### src/rtl/sar_rd_pkg.sv
package sar_rd_pkg;

  typedef enum logic [1:0] {
    SEQ_IDLE  = 2'd0,
    SEQ_START = 2'd1,
    SEQ_CONV  = 2'd2,
    SEQ_READ  = 2'd3
  } seq_st_t;

endpackage

### src/rtl/sar_rst_sync.sv
module sar_rst_sync #(
  parameter int STAGES = 2
) (
  input  logic clk,
  input  logic rst_n,
  output logic rst_sync_n
);

  logic [STAGES-1:0] chain_q;

  always_ff @(posedge clk or negedge rst_n) begin
    if (!rst_n) begin
      chain_q <= '0;
    end else begin
      chain_q <= {chain_q[STAGES-2:0], 1'b1};
    end
  end

  assign rst_sync_n = chain_q[STAGES-1];

endmodule

### src/rtl/sar_rate_timer.sv
module sar_rate_timer #(
  parameter int PERIOD = 500
) (
  input  logic clk,
  input  logic rst_n,
  input  logic run_en,
  output logic tick
);

  localparam int PW = $clog2(PERIOD);
  localparam logic [PW-1:0] LAST = PW'(PERIOD - 1);

  logic [PW-1:0] cnt_q, cnt_d;

  always_comb begin
    if (!run_en) begin
      cnt_d = '0;
    end else if (cnt_q == LAST) begin
      cnt_d = '0;
    end else begin
      cnt_d = cnt_q + 1'b1;
    end
  end

  always_ff @(posedge clk or negedge rst_n) begin
    if (!rst_n) begin
      cnt_q <= '0;
    end else begin
      cnt_q <= cnt_d;
    end
  end

  assign tick = run_en && (cnt_q == '0);

endmodule

### src/rtl/sar_conv_seq.sv
module sar_conv_seq
  import sar_rd_pkg::*;
#(
  parameter int START_HI   = 2,
  parameter int BUSY_BLANK = 4,
  parameter int CONV_LIMIT = 400
) (
  input  logic clk,
  input  logic rst_n,
  input  logic tick,
  input  logic busy,
  input  logic rd_last,
  output logic cvt_start,
  output logic rd_go,
  output logic ovr_evt,
  output logic tmo_evt
);

  localparam int AW = $clog2(CONV_LIMIT + 2);
  localparam logic [AW-1:0] HI_V    = AW'(START_HI);
  localparam logic [AW-1:0] BLANK_V = AW'(BUSY_BLANK);
  localparam logic [AW-1:0] LIM_V   = AW'(CONV_LIMIT);

  seq_st_t       st_q, st_d;
  logic [AW-1:0] age_q, age_d;
  logic          age_en;
  logic          cnv_q, cnv_d;
  logic          ovr_q, ovr_d;
  logic          tmo_q, tmo_d;

  // next-state logic
  always_comb begin
    st_d   = st_q;
    cnv_d  = cnv_q;
    tmo_d  = 1'b0;
    rd_go  = 1'b0;
    age_en = 1'b0;
    age_d  = age_q + 1'b1;
    ovr_d  = tick && (st_q != SEQ_IDLE);
    unique case (st_q)
      SEQ_IDLE: begin
        if (tick) begin
          st_d   = SEQ_START;
          cnv_d  = 1'b1;
          age_en = 1'b1;
          age_d  = AW'(1);
        end
      end
      SEQ_START: begin
        age_en = 1'b1;
        if (age_q == HI_V) begin
          st_d  = SEQ_CONV;
          cnv_d = 1'b0;
        end
      end
      SEQ_CONV: begin
        age_en = 1'b1;
        if (!busy && (age_q >= BLANK_V)) begin
          rd_go = 1'b1;
          st_d  = SEQ_READ;
        end else if (age_q >= LIM_V) begin
          tmo_d = 1'b1;
          st_d  = SEQ_IDLE;
        end
      end
      SEQ_READ: begin
        if (rd_last) begin
          st_d = SEQ_IDLE;
        end
      end
      default: st_d = SEQ_IDLE;
    endcase
  end

  // registers
  always_ff @(posedge clk or negedge rst_n) begin
    if (!rst_n) begin
      st_q  <= SEQ_IDLE;
      age_q <= '0;
      cnv_q <= 1'b0;
      ovr_q <= 1'b0;
      tmo_q <= 1'b0;
    end else begin
      st_q  <= st_d;
      cnv_q <= cnv_d;
      ovr_q <= ovr_d;
      tmo_q <= tmo_d;
      if (age_en) begin
        age_q <= age_d;
      end
    end
  end

  assign cvt_start = cnv_q;
  assign ovr_evt   = ovr_q;
  assign tmo_evt   = tmo_q;

endmodule

### src/rtl/sar_shift_rx.sv
module sar_shift_rx #(
  parameter int DATA_W   = 16,
  parameter int SCK_HALF = 3
) (
  input  logic              clk,
  input  logic              rst_n,
  input  logic              rd_go,
  input  logic              sdo,
  output logic              sck,
  output logic              rd_last,
  output logic              vld,
  output logic [DATA_W-1:0] data
);

  localparam int HW = $clog2(SCK_HALF + 1);
  localparam int PW = $clog2(DATA_W);
  localparam logic [HW-1:0] H_LAST = HW'(SCK_HALF - 1);
  localparam logic [PW-1:0] P_LAST = PW'(DATA_W - 1);

  logic              act_q, act_d;
  logic [HW-1:0]     hc_q, hc_d;
  logic              sck_q, sck_d;
  logic [PW-1:0]     pc_q, pc_d;
  logic [DATA_W-1:0] sreg_q, sreg_d;
  logic [DATA_W-1:0] data_q, data_d;
  logic              vld_q;
  logic              half_end, fall_now, shift_en;

  assign half_end = act_q && (hc_q == H_LAST);
  assign fall_now = half_end && sck_q;
  assign rd_last  = fall_now && (pc_q == P_LAST);
  assign shift_en = rd_go || (fall_now && !rd_last);

  // next-state logic
  always_comb begin
    act_d  = act_q;
    hc_d   = '0;
    sck_d  = 1'b0;
    pc_d   = pc_q;
    sreg_d = sreg_q;
    data_d = data_q;
    if (rd_go) begin
      act_d  = 1'b1;
      pc_d   = '0;
      sreg_d = {{(DATA_W-1){1'b0}}, sdo};
    end else if (act_q) begin
      hc_d  = half_end ? '0 : hc_q + 1'b1;
      sck_d = half_end ? ~sck_q : sck_q;
      if (fall_now) begin
        pc_d = pc_q + 1'b1;
        if (rd_last) begin
          act_d  = 1'b0;
          data_d = sreg_q;
        end else begin
          sreg_d = {sreg_q[DATA_W-2:0], sdo};
        end
      end
    end
  end

  // registers
  always_ff @(posedge clk or negedge rst_n) begin
    if (!rst_n) begin
      act_q  <= 1'b0;
      hc_q   <= '0;
      sck_q  <= 1'b0;
      pc_q   <= '0;
      sreg_q <= '0;
      data_q <= '0;
      vld_q  <= 1'b0;
    end else begin
      act_q <= act_d;
      hc_q  <= hc_d;
      sck_q <= sck_d;
      pc_q  <= pc_d;
      vld_q <= rd_last;
      if (shift_en) begin
        sreg_q <= sreg_d;
      end
      if (rd_last) begin
        data_q <= data_d;
      end
    end
  end

  assign sck  = sck_q;
  assign vld  = vld_q;
  assign data = data_q;

endmodule

### src/rtl/sar_rdout_ctrl.sv
module sar_rdout_ctrl #(
  parameter int DATA_W        = 16,
  parameter int SAMPLE_PERIOD = 500,
  parameter int START_HI      = 2,
  parameter int BUSY_BLANK    = 4,
  parameter int CONV_LIMIT    = 400,
  parameter int SCK_HALF      = 3
) (
  input  logic              clk,
  input  logic              rst_n,
  input  logic              run_en,
  input  logic              cvt_busy,
  input  logic              ser_din,
  output logic              cvt_start,
  output logic              ser_clk,
  output logic              word_vld,
  output logic [DATA_W-1:0] smp_word,
  output logic              overrun,
  output logic              timeout
);

  logic rst_i_n;
  logic tick;
  logic rd_go;
  logic rd_last;

  sar_rst_sync #(.STAGES(2)) u_rst (
    .clk        (clk),
    .rst_n      (rst_n),
    .rst_sync_n (rst_i_n)
  );

  sar_rate_timer #(.PERIOD(SAMPLE_PERIOD)) u_timer (
    .clk    (clk),
    .rst_n  (rst_i_n),
    .run_en (run_en),
    .tick   (tick)
  );

  sar_conv_seq #(
    .START_HI   (START_HI),
    .BUSY_BLANK (BUSY_BLANK),
    .CONV_LIMIT (CONV_LIMIT)
  ) u_seq (
    .clk       (clk),
    .rst_n     (rst_i_n),
    .tick      (tick),
    .busy      (cvt_busy),
    .rd_last   (rd_last),
    .cvt_start (cvt_start),
    .rd_go     (rd_go),
    .ovr_evt   (overrun),
    .tmo_evt   (timeout)
  );

  sar_shift_rx #(
    .DATA_W   (DATA_W),
    .SCK_HALF (SCK_HALF)
  ) u_rx (
    .clk     (clk),
    .rst_n   (rst_i_n),
    .rd_go   (rd_go),
    .sdo     (ser_din),
    .sck     (ser_clk),
    .rd_last (rd_last),
    .vld     (word_vld),
    .data    (smp_word)
  );

endmodule

### config.mk
export PLATFORM = sky130hd
export DESIGN_NAME = sar_rdout_ctrl
export DESIGN_NICKNAME = d
export VERILOG_FILES = /design/src/rtl/sar_rd_pkg.sv /design/src/rtl/sar_rst_sync.sv /design/src/rtl/sar_rate_timer.sv /design/src/rtl/sar_conv_seq.sv /design/src/rtl/sar_shift_rx.sv /design/src/rtl/sar_rdout_ctrl.sv
export SDC_FILE = /design/constraint.sdc
export NUM_CORES = 1
export LEC_CHECK = 0
export ABC_CLOCK_PERIOD_IN_PS = 2200
export BUFFER_PORTS_ARGS = -buffer_cell sky130_fd_sc_hd__buf_2
export CORE_ASPECT_RATIO = 0.75
export CORE_MARGIN = 5
export CORE_UTILIZATION = 50
export CTS_BUF_LIST = sky130_fd_sc_hd__clkbuf_16
export CTS_CLUSTER_DIAMETER = 60
export DETAILED_ROUTE_END_ITERATION = 6
export PLACE_DENSITY_LB_ADDON = 0.15
export SLEW_MARGIN = 15
export SYNTH_ARGS = -nofsm -noshare
export SYNTH_HDL_FRONTEND = slang
export SYNTH_SLANG_ARGS = --single-unit
### constraint.sdc
create_clock -name clk -period 2.2 [get_ports clk]
set_clock_uncertainty 0.1 [all_clocks]
set_input_delay 0.22 -clock clk [delete_from_list [all_inputs] [get_ports clk]]
set_output_delay 0.22 -clock clk [all_outputs]
set_load 0.005 [all_outputs]
==> summary.md <==
| Metric | Value |
|---|---|
| Status | complete, no violations |
| First-pass GRT wire length | 9.218 mm |
| Core Rows | 24 |
| Register area share after synthesis | 55.77% |
| Skew-Pair Late Insertion Delay | 0.32 ns |
| Min Tclk post-route | 1.965 ns |
| Setup Viol. Count Final | 0 |
| Fin crit share | 89.34% |
| Most area-consuming cells after synthesis | dfrtp_1, nand2_1, mux2_4, ha_1, xor2_1 |
| Largest area contributor in the netlist | dfrtp_1 |
| Dpl hpwl | 3.604 mm |
| Worst hold path class | in2reg |
| Worst EP arrival | 2.07 ns |
| Fin cells | 386 |
| Fin Setup TNS | 0 ns |
| Hold Startpoint | ser_din |
| Hold Vio Cnt, Final | 0 |
| GR Overflow Total | 0 |
| Detailed Route WL | 5.219 mm |
| Die area | 7578 um^2 |
| Share of layout cells above drive strength 1 | 22.73% |
| Fill count | 497 |
| Ports | 26 |
| PortBufs | 25 |
| Critical path's slowest cell | dfrtp_1 |
| Multi-input gate area | 1234 um^2 |
| Clk slew on worst S/H paths | 0.05 ns |
| Maximum VDD drop | 794.5 uV |
| Vias | 1960 |
| Vias/cell | 5.078 |
| Initial Utilization | 51.10% |
| Clk root buf | clkbuf_16 |
| Crit-path max cell delay | 0.40 ns |
| Max clock buf depth | 2 |
| Sequential cell area | 1653 um^2 |
| Pwr dens | 1107 nW/um^2 |
| Vias in the first global route | 1955 |
| Drt first pass iters | 4 |
| Syn-to-layout area delta | 18.59% |
| Worst setup path startpoint | u_timer.cnt_q[0] |
| Syn nets | 281 |
| Worst EP required | 2.30 ns |
| Core ar. | 5796 um^2 |
| CP max FO | 4 |
| Final core utilization | 60.60% |
| Crit path kind | reg2reg |
| Critical Path, Cell by Cell | inv_1 > ha_1 > nor4bb_2 > nand3_1 > a221o_1 > o41a_1 |
| Detail Route Antenna Nets | 0 |
| Post-synthesis register bit count | 66 |
| Post-route DRC | 0 |
| CTS Sinks | 66 |
| CP delay by family, top | compound AO/OA/AOI/OAI gates |
| CP bufs+invs | 1 |
| CTS tree | done |
| CTS H-tree depth | 3 |
| Yosys top cell area share | 55.77% |
| Post-layout nets | 318 |
| Chip Height | 76.65 um |
| LEAKAGE | 0.001752 uW |
| RePlAce Congestion | 0.7533 |
| Die width | 98.87 um |
| Routed length per instance | 13.52 um |
| RSZ-0062 raised after global routing | false |
| Worst R2R Start | u_timer.cnt_q[0] |
| Relative slew slack | 64.62% |
| Fmax | 0.5088 GHz |
| Overall Global Routing Usage | 15.31% |
| Total CTS buffers | 9 |
| Initial DRC count | 69 |
| Max-cap violation count | 0 |
| Slew Viols, Final | 0 |
| Ant. Diodes | 0 |
| Type of origin of the critical path | flip-flop |
| Synthesized instance count | 266 |
| Setup Buffers After CTS | 0 |
| Initial antenna violation count | 0 |
| Largest net degree at the start of global routing | 48 |
| Mean Syn Cell Area | 11.13 um^2 |
| Least-Margin Pin Slew | 0.5272 ns |
| Placed insts | 369 |
| Netlist cell types | 40 |
| CP Capture Type | flip-flop |
| Synth Warn # | 0 |
| Mapped cell area | 2962 um^2 |
-- area by class of cell --
class / count / share of cell area (%)
Tap cell: 78 / 2.779
Inverter: 9 / 0.9619
Clock buffer: 9 / 6.413
Multi-Input combinational cell: 183 / 35.13
Sequential cell: 66 / 47.06
Clock inverter: 7 / 1.746
Timing Repair Buffer: 34 / 5.914
-- path summary, 6_finish.rpt --
kind | depth (start not counted) | endpoint | slack [ns]
min in group asynchronous | 0 | u_rx.data[11] | 0.10
max in group asynchronous | 1 | u_rx.data[6] | 1.32
max | 6 | u_seq.st_q[0] | 0.23
min reg2reg | 0 | u_rx.data[11] | 0.10
max reg2reg | 6 | u_seq.st_q[0] | 0.23
min | 2 | u_rx.sreg_q[0] | 0.04
-- flip-flops by register name (all words and copies together) (netlist names) --
name	count
u_rx.sck	1
u_seq.st_q	2
u_rx.vld	1
u_rx.sreg_q	16
u_seq.age_q	9
u_seq.tmo_evt	1
u_rx.pc_q	4
u_rx.hc_q	2
u_rx.data	16
u_rst.chain_q	2
u_seq.ovr_evt	1
u_rx.act_q	1
u_timer.cnt_q	9
u_seq.cvt_start	1
-- synth_stat cells --
cell type and number:
buf_4 1, or2_1 1, xor2_1 11, a221o_1 1
a21oi_1 17, nor3_2 1, buf_6 2, and3_1 4
and2_1 4, nand3_1 6, mux2_2 7, and4b_1 1
nor4bb_1 1, nand4_2 1, o211ai_1 1, clkbuf_1 5
xnor2_1 7, a21boi_1 1, nor2b_1 3, o21ai_1 1
nand2_1 43, dfrtp_1 66, o41a_1 1, nand2b_1 2
a22o_1 1, mux2_4 10, o31ai_1 1, nor3_1 4
nor2_1 23, ha_1 10, nand4_1 8, a21oi_2 1
a32o_1 1, a21o_1 2, a31oi_1 1, nor3b_1 2
conb_1 1, inv_1 9, o21ai_0 3, nor4_4 1
-- routing by layer --
layer	wire length (um)	vias to the layer above	track usage, %
li1	-	972	-
met1	2701	945	20.87
met2	2165	35	21.38
met3	282	8	6.890
met4	70	0	5.730
met5	0	-	0
-- metrics by stage --
step | worst slack [ns] | hold WS, ns | area, um^2 | total power, uW
floorplan | 0.1261 | -0.1756 | 2962 | 2296
detailed placement | 0.1439 | -0.09325 | 3209 | 2566
global route | 0.1005 | 0.03252 | 3512 | 4167
global placement | 0.2421 | -0.09225 | 3209 | 2538
CTS | 0.1562 | 0.03254 | 3506 | 3947
finish | 0.2345 | 0.04156 | 3512 | 3889
-- placed cells by master, fill, tap and decap left out, types with 2 or more instances in the layout --
cell type and count:
a21o_1 2, a21oi_1 17, and2_1 4, and3_1 4
buf_2 25, buf_4 7, clkbuf_16 9, clkinv_2 3
dfrtp_1 65, ha_1 10, inv_1 10, mux2_2 7
mux2_4 10, nand2_1 43, nand2b_1 2, nand3_1 6
nand4_1 8, nor2_1 23, nor2b_1 3, nor3_1 4
nor3b_1 2, o21ai_0 3, xnor2_1 7, xor2_1 11
-- power breakdown --
group	internal [uW]	total, uW	switching [uW]
registers	1410	1630	212
clock network	863	1350	492
logic	409	908	500
-- logic make-up after synthesis --
group	after synthesis	share of synthesized area [%]
xor+xnor	18	5.323
other cells	1	0.1266
fa+ha+maj	10	4.225
buf+inv	17	2.788
simple gates	105	17.36
mux	17	7.731
compound gates	32	6.675
flops	66	55.77
-- timing repair --
item	CTS	global route
hold buffers	1	0
setup endpoints to repair	0	1
hold endpoints to repair	2	0
resized for setup	0	1
Power figures use the tool's default switching activity.
